[src/rtl/mbx_pkg.sv]
package mbx_pkg;

  localparam int unsigned GA_W   = 20;
  localparam int unsigned IO_AW  = 16;
  localparam int unsigned GD_W   = 16;
  localparam int unsigned HR_W   = 32;
  localparam int unsigned BYTE_W = 8;

  localparam int unsigned POS_PEND = 31;
  localparam int unsigned POS_WORD = 30;
  localparam int unsigned POS_WR   = 29;
  localparam int unsigned POS_MEM  = 28;
  localparam int unsigned POS_DMA  = 27;

  typedef struct packed {
    logic            word;
    logic            write;
    logic            mem;
    logic            dma;
    logic [GA_W-1:0] addr;
  } trap_acc_t;

  function automatic logic [HR_W-1:0] status_word(input logic pend, input trap_acc_t a);
    logic [HR_W-1:0] s;
    s = '0;
    s[POS_PEND]   = pend;
    s[POS_WORD]   = pend & a.word;
    s[POS_WR]     = pend & a.write;
    s[POS_MEM]    = pend & a.mem;
    s[POS_DMA]    = pend & a.dma;
    s[GA_W-1:0]   = pend ? a.addr : '0;
    return s;
  endfunction

endpackage

[src/rtl/mbx_rst_sync.sv]
module mbx_rst_sync #(
  parameter int unsigned STAGES = 2
) (
  input  logic clk,
  input  logic arst_n,
  output logic srst_n
);
  logic [STAGES-1:0] sync_q;

  always_ff @(posedge clk or negedge arst_n) begin
    if (!arst_n) sync_q <= '0;
    else         sync_q <= {sync_q[STAGES-2:0], 1'b1};
  end

  assign srst_n = sync_q[STAGES-1];
endmodule

[src/rtl/mbx_capture.sv]
module mbx_capture
  import mbx_pkg::*;
(
  input  logic            clk,
  input  logic            rst_n,
  input  logic            g_req,
  input  trap_acc_t       g_acc,
  input  logic [GD_W-1:0] g_wdata,
  input  logic            rel_i,
  input  logic [GD_W-1:0] rel_data_i,
  output logic            pend_o,
  output trap_acc_t       acc_o,
  output logic [GD_W-1:0] wdata_o,
  output logic            ready_o,
  output logic [GD_W-1:0] rdata_o
);
  localparam int unsigned HI_W = GD_W - BYTE_W;

  logic            pend_q, pend_d;
  logic            done_q, done_d;
  trap_acc_t       acc_q, acc_d;
  logic [GD_W-1:0] wdat_q, wdat_d;
  logic [GD_W-1:0] rdat_q, rdat_d;
  logic            take;
  logic            acc_en, rdat_en;

  assign take    = g_req && !pend_q && !done_q;
  assign acc_en  = take;
  assign rdat_en = rel_i && !acc_q.write;

  always_comb begin
    pend_d = pend_q;
    done_d = rel_i;
    if (rel_i)     pend_d = 1'b0;
    else if (take) pend_d = 1'b1;
  end

  always_comb begin
    acc_d       = g_acc;
    acc_d.addr  = g_acc.mem ? g_acc.addr
                            : {{(GA_W-IO_AW){1'b0}}, g_acc.addr[IO_AW-1:0]};
    wdat_d      = g_acc.word ? g_wdata : {{HI_W{1'b0}}, g_wdata[BYTE_W-1:0]};
    rdat_d      = acc_q.word ? rel_data_i : {{HI_W{1'b0}}, rel_data_i[BYTE_W-1:0]};
  end

  always_ff @(posedge clk or negedge rst_n) begin
    if (!rst_n) begin
      pend_q <= 1'b0;
      done_q <= 1'b0;
      acc_q  <= '0;
      wdat_q <= '0;
      rdat_q <= '0;
    end else begin
      pend_q <= pend_d;
      done_q <= done_d;
      if (acc_en) begin
        acc_q  <= acc_d;
        wdat_q <= wdat_d;
      end
      if (rdat_en) rdat_q <= rdat_d;
    end
  end

  assign pend_o  = pend_q;
  assign acc_o   = acc_q;
  assign wdata_o = wdat_q;
  assign ready_o = done_q;
  assign rdata_o = rdat_q;


  ready_low_while_pend_chk: assert property (@(posedge clk) disable iff (!rst_n)
    pend_q |-> !ready_o);

  fields_hold_chk: assert property (@(posedge clk) disable iff (!rst_n)
    (pend_q && !rel_i) |=> (pend_q && $stable(acc_q) && $stable(wdat_q)));

  release_pulse_chk: assert property (@(posedge clk) disable iff (!rst_n)
    rel_i |=> (!pend_q && ready_o));

  no_take_in_ready_chk: assert property (@(posedge clk) disable iff (!rst_n)
    ready_o |=> (!pend_q && !ready_o));

  release_needs_pend_chk: assert property (@(posedge clk) disable iff (!rst_n)
    rel_i |-> pend_q);
endmodule

[src/rtl/mbx_host_if.sv]
module mbx_host_if
  import mbx_pkg::*;
#(
  parameter int unsigned HOST_AW = 3,
  parameter int unsigned DATA_OFS = 4
) (
  input  logic               clk,
  input  logic               rst_n,
  input  logic               h_sel,
  input  logic               h_wr,
  input  logic [HOST_AW-1:0] h_addr,
  input  logic [GD_W-1:0]    h_wdata,
  input  logic               pend_i,
  input  trap_acc_t          acc_i,
  input  logic [GD_W-1:0]    wdata_i,
  output logic               rel_o,
  output logic [GD_W-1:0]    rel_data_o,
  output logic [HR_W-1:0]    h_rdata
);
  localparam logic [HOST_AW-1:0] OFS_STAT = '0;
  localparam logic [HOST_AW-1:0] OFS_DATA = HOST_AW'(DATA_OFS);

  logic              hit_stat, hit_data, rd_en;
  logic [HR_W-1:0]   rdat_q, rdat_d;

  assign hit_stat = (h_addr == OFS_STAT);
  assign hit_data = (h_addr == OFS_DATA);
  assign rd_en    = h_sel && !h_wr;

  assign rel_o      = h_sel && hit_data && pend_i && (h_wr ? !acc_i.write : acc_i.write);
  assign rel_data_o = h_wdata;

  always_comb begin
    rdat_d = '0;
    if (hit_stat)                          rdat_d = status_word(pend_i, acc_i);
    else if (hit_data && pend_i && acc_i.write) rdat_d = {{(HR_W-GD_W){1'b0}}, wdata_i};
  end

  always_ff @(posedge clk or negedge rst_n) begin
    if (!rst_n)     rdat_q <= '0;
    else if (rd_en) rdat_q <= rdat_d;
  end

  assign h_rdata = rdat_q;


  zero_field_chk: assert property (@(posedge clk) disable iff (!rst_n)
    h_rdata[26:20] == 7'd0);

  idle_data_zero_chk: assert property (@(posedge clk) disable iff (!rst_n)
    (rd_en && hit_data && !pend_i) |=> (h_rdata == '0));

  wrong_dir_read_zero_chk: assert property (@(posedge clk) disable iff (!rst_n)
    (rd_en && hit_data && pend_i && !acc_i.write) |=> (h_rdata == '0));

  rdata_hold_chk: assert property (@(posedge clk) disable iff (!rst_n)
    !rd_en |=> $stable(h_rdata));
endmodule

[src/rtl/bus_trap_mailbox.sv]
module bus_trap_mailbox
  import mbx_pkg::*;
#(
  parameter int unsigned HOST_AW  = 3,
  parameter int unsigned DATA_OFS = 4
) (
  input  logic               clk,
  input  logic               rst_n,
  input  logic               g_req,
  input  logic               g_is_word,
  input  logic               g_is_write,
  input  logic               g_is_mem,
  input  logic               g_is_dma,
  input  logic [GA_W-1:0]    g_addr,
  input  logic [GD_W-1:0]    g_wdata,
  output logic               g_ready,
  output logic [GD_W-1:0]    g_rdata,
  input  logic               h_sel,
  input  logic               h_wr,
  input  logic [HOST_AW-1:0] h_addr,
  input  logic [GD_W-1:0]    h_wdata,
  output logic [HR_W-1:0]    h_rdata
);
  logic            srst_n;
  trap_acc_t       g_acc, acc;
  logic            pend, rel;
  logic [GD_W-1:0] rel_data, wdat;

  assign g_acc = '{word: g_is_word, write: g_is_write, mem: g_is_mem,
                   dma: g_is_dma, addr: g_addr};

  mbx_rst_sync #(.STAGES(2)) u_rst (
    .clk(clk), .arst_n(rst_n), .srst_n(srst_n)
  );

  mbx_capture u_cap (
    .clk(clk), .rst_n(srst_n), .g_req(g_req), .g_acc(g_acc), .g_wdata(g_wdata),
    .rel_i(rel), .rel_data_i(rel_data), .pend_o(pend), .acc_o(acc),
    .wdata_o(wdat), .ready_o(g_ready), .rdata_o(g_rdata)
  );

  mbx_host_if #(.HOST_AW(HOST_AW), .DATA_OFS(DATA_OFS)) u_host (
    .clk(clk), .rst_n(srst_n), .h_sel(h_sel), .h_wr(h_wr), .h_addr(h_addr),
    .h_wdata(h_wdata), .pend_i(pend), .acc_i(acc), .wdata_i(wdat),
    .rel_o(rel), .rel_data_o(rel_data), .h_rdata(h_rdata)
  );
endmodule

[config.mk]
export PLATFORM = sky130hd
export DESIGN_NAME = bus_trap_mailbox
export DESIGN_NICKNAME = d
export VERILOG_FILES = /design/src/rtl/mbx_pkg.sv /design/src/rtl/mbx_rst_sync.sv /design/src/rtl/mbx_capture.sv /design/src/rtl/mbx_host_if.sv /design/src/rtl/bus_trap_mailbox.sv
export SDC_FILE = /design/constraint.sdc
export NUM_CORES = 1
export LEC_CHECK = 0
export ABC_AREA = 0
export BUFFER_PORTS_ARGS = -buffer_cell sky130_fd_sc_hd__buf_2
export CORE_ASPECT_RATIO = 1.1
export CORE_MARGIN = 1
export CORE_UTILIZATION = 45
export DETAILED_ROUTE_END_ITERATION = 10
export PLACE_DENSITY = 0.74
export SYNTH_ARGS = -nofsm -noshare
export SYNTH_HDL_FRONTEND = slang
export SYNTH_SLANG_ARGS = --single-unit
[constraint.sdc]
create_clock -name clk -period 2.9 [get_ports clk]
set_clock_uncertainty 0.15 [all_clocks]
set_input_delay 0.58 -clock clk [delete_from_list [all_inputs] [get_ports clk]]
set_output_delay 0.58 -clock clk [all_outputs]
set_load 0.01 [all_outputs]
==> qor.txt <==
Outcome -> completed
Crit end category -> flop
RSZ-0062 raised after global routing -> false
Cell Int Power -> 2.37 mW
Tcrit/Tclk final -> 65.8%
Switching Power -> 1.10 mW
Worst endpoint required time -> 3030 ps
Clock transition at path regs -> 90 ps
Reg-to-Reg End -> u_cap.rdata_o[12]
Distinct cells, synth -> 29
Io pins -> 113
Vias in the first global route -> 2561
Post-synthesis sequential area ratio -> 60.0%
ANT nets after route -> 0
Worst path arrival time -> 2040 ps
Leak -> 2.30 nW
Min Tclk post-route -> 1910 ps
Area of the multi-input gates -> 1250 µm²
CTS H-tree lvls -> 3
Post-route DRC -> 0
Worst slew margin -> 26.9%
Die W -> 86.6 µm
Sequential cell area -> 2130 µm²
Row Count -> 33
Fillers -> 704
DR vias/cell -> 4.92
Switching share of total power -> 31.8%
Nets -> 517
Finish-stage setup viols -> 0
Synth async-reset ratio -> 100%
Longest Clk Path Bufs -> 2
MaxCap Viol Count -> 0
Global-route wire length before repair -> 12.2 mm
CTS buffer count -> 9
Root buffer cell -> clkbuf_8
Mapped Cells -> 354
Core ar. -> 7560 µm²
Area contributors post-synth -> dfrtp_1 60%, nand2_1 14%, a31oi_1 2.8%
Worst setup endpoint -> u_cap.rdata_o[12]
Skew-Pair Late Insertion Delay -> 350 ps
DR pass1 iterations -> 4
Hold Path Class -> reg2reg
Diode count -> 0
Vias -> 2768
Fraction of layout cells with a size suffix above 1 -> 30.6%
Worst-case reg-to-reg path depth -> 4
Cell Area, Synth -> 3540 µm²
Commonest cells in the synthesized netlist -> 133 x nand2_1, 85 x dfrtp_1, 16 x a31oi_1, 16 x nor2b_1, 16 x o21ai_0
Pwr Density -> 805 nW/µm²
Mean area per synthesized cell -> 10.0 µm²
Synth Flop Type -> dfrtp_1
Most frequent cell after synthesis -> nand2_1
Total Routed Length -> 7.56 mm
Initial antenna violation count -> 0
Area grow syn2layout -> 21.6%
Initial DRC Count -> 137
Cell taking the most area after synthesis -> dfrtp_1
Die area -> 8230 µm²
Post-DP Area -> 4100 µm²
Setup crit start -> u_cap.pend_o
Final hold vios -> 0
Yosys warning count -> 0
Die Ht -> 95.1 µm
Max-slew violations -> 0
CTS Sinks -> 85
EDFF count, synth -> 0
CP Launch Type -> flop
Post-CTS setup buffers -> 0
Worst vdd ir -> 0.397 mV
Post-DP HPWL -> 5.13 mm
R2R Setup Slk -> 990 ps
Critical path fanouts, max -> 13
Yosys top cell area share -> 60.0%
Clock network power share -> 24.1%
Comb pwr share -> 23.7%
Sequential share of power -> 52.2%
DR WL/cell -> 13.4 µm
Layout Utilization -> 57.0%
GRT overflow -> 0
Resized cells post-CTS -> 0
Highest Clock Rate -> 524 MHz
Pin count of the biggest net entering global routing -> 84
GRT Total Usage -> 19.8%
GPL Wtd Cong -> 0.781
Kind of critical path -> reg2reg
Initial Util -> 46.9%
Worst-margin pin slew -> 1100 ps
RR Startpoint -> u_cap.pend_o
Final TNS setup -> 0 ps
FF+latch count, synth -> 85
PortBufs -> 105
Post-route cell area -> 4310 µm²
CTS tree -> built
## worst max-delay path: stages, from the launching register on
cell,delay (ps)
dfrtp_1,480
nand4bb_4,160
nor3_4,580
buf_4,260
mux2i_1,200
## routing by layer
metal / routed length [µm] / GRT usage (%) / share of wire, % / vias to the layer above
met2: 3560 / 32.8 / 47 / 102
met1: 3310 / 24.9 / 44 / 1319
met4: 171 / 9.31 / 2.3 / 0
met3: 508 / 4.33 / 6.7 / 15
li1: - / - / - / 1332
met5: 0 / 0 / 0 / -
## area by class of cell
type | instances | share of cell area, %
well taps | 105 | 3.05
multi-input cells | 238 | 29.0
repair buffers | 110 | 13.1
clock inverters | 7 | 1.71
flip-flops and latches | 85 | 49.5
clock buffers | 9 | 2.88
inverters | 9 | 0.784
## power groups by stage
stage | registers (mW) | logic, mW | clock network [mW]
floorplan | 1.85 | 0.505 | 0
global placement | 1.82 | 0.795 | 0
detailed placement | 1.84 | 0.831 | 0
CTS | 1.82 | 0.837 | 0.859
global route | 1.87 | 0.948 | 0.907
finish | 1.81 | 0.821 | 0.836
## worst min-delay path by stage
stage | endpoint | start | slack [ps] | cells after the start
global placement | u_rst.sync_q[1] | u_rst.sync_q[0] | 190 | 0
CTS | u_rst.sync_q[1] | u_rst.sync_q[0] | 220 | 0
finish | u_rst.sync_q[1] | u_rst.sync_q[0] | 220 | 0
floorplan | u_rst.sync_q[0] | rst_n | 130 | 0
detailed placement | u_rst.sync_q[1] | u_rst.sync_q[0] | 200 | 0
global route | u_rst.sync_q[1] | u_rst.sync_q[0] | 230 | 0
## cells by family after synthesis
group	count (synthesis)	synth area share, %
and+or+nand+nor	171	21.6
muxes	16	5.02
DFF	85	60.0
xor gates and xnor gates	1	0.247
buffers and inverters	37	5.47
AOI/OAI and AO/OA	42	7.42
other	2	0.212
## placed cells by master, fill, tap and decap left out, drive strengths merged
| master | count |
|---|---|
| nand3 | 12 |
| dlygate4sd3 | 1 |
| dfrtp | 85 |
| a31oi | 16 |
| buf | 109 |
| clkinv | 3 |
| mux2 | 8 |
| nor2 | 1 |
| a21oi | 1 |
| or3b | 1 |
| conb | 8 |
| nand4bb | 1 |
| inv | 11 |
| and3 | 1 |
| a21o | 1 |
| nand2b | 2 |
| xor2 | 1 |
| clkbuf | 9 |
| clkinvlp | 1 |
| nor2b | 16 |
| nand2 | 133 |
| bufinv | 1 |
| nor3 | 2 |
| mux2i | 8 |
| o21ai | 16 |
| and4bb | 1 |
| nor3b | 1 |
| a22o | 8 |
## state kept, by name (all words and copies together), names as in the netlist
| name | flops |
|---|---|
| u_host.h_rdata | 25 |
| u_cap.acc_o | 24 |
| u_cap.rdata_o | 16 |
| u_cap.wdata_o | 16 |
| u_rst.sync_q | 2 |
| u_cap.pend_o | 1 |
| u_cap.ready_o | 1 |
## what timing repair did
item / CTS / global route
setup endpoints to repair: 0 / 0
endpoints found under the hold margin: 2 / 0
hold buffers: 1 / 0
## metrics by stage
step / hold WS (ps) / power (mW) / setup slack (ps) / std cells
final: 221 / 3.47 / 993 / 563
after global routing: 233 / 3.72 / 845 / 563
after CTS: 224 / 3.51 / 944 / 563
after detailed placement: 203 / 2.67 / 639 / 546
after global placement: 187 / 2.62 / 710 / 546
after floorplan: 134 / 2.35 / 207 / 360
No activity file was read; power rests on OpenSTA's default activity.
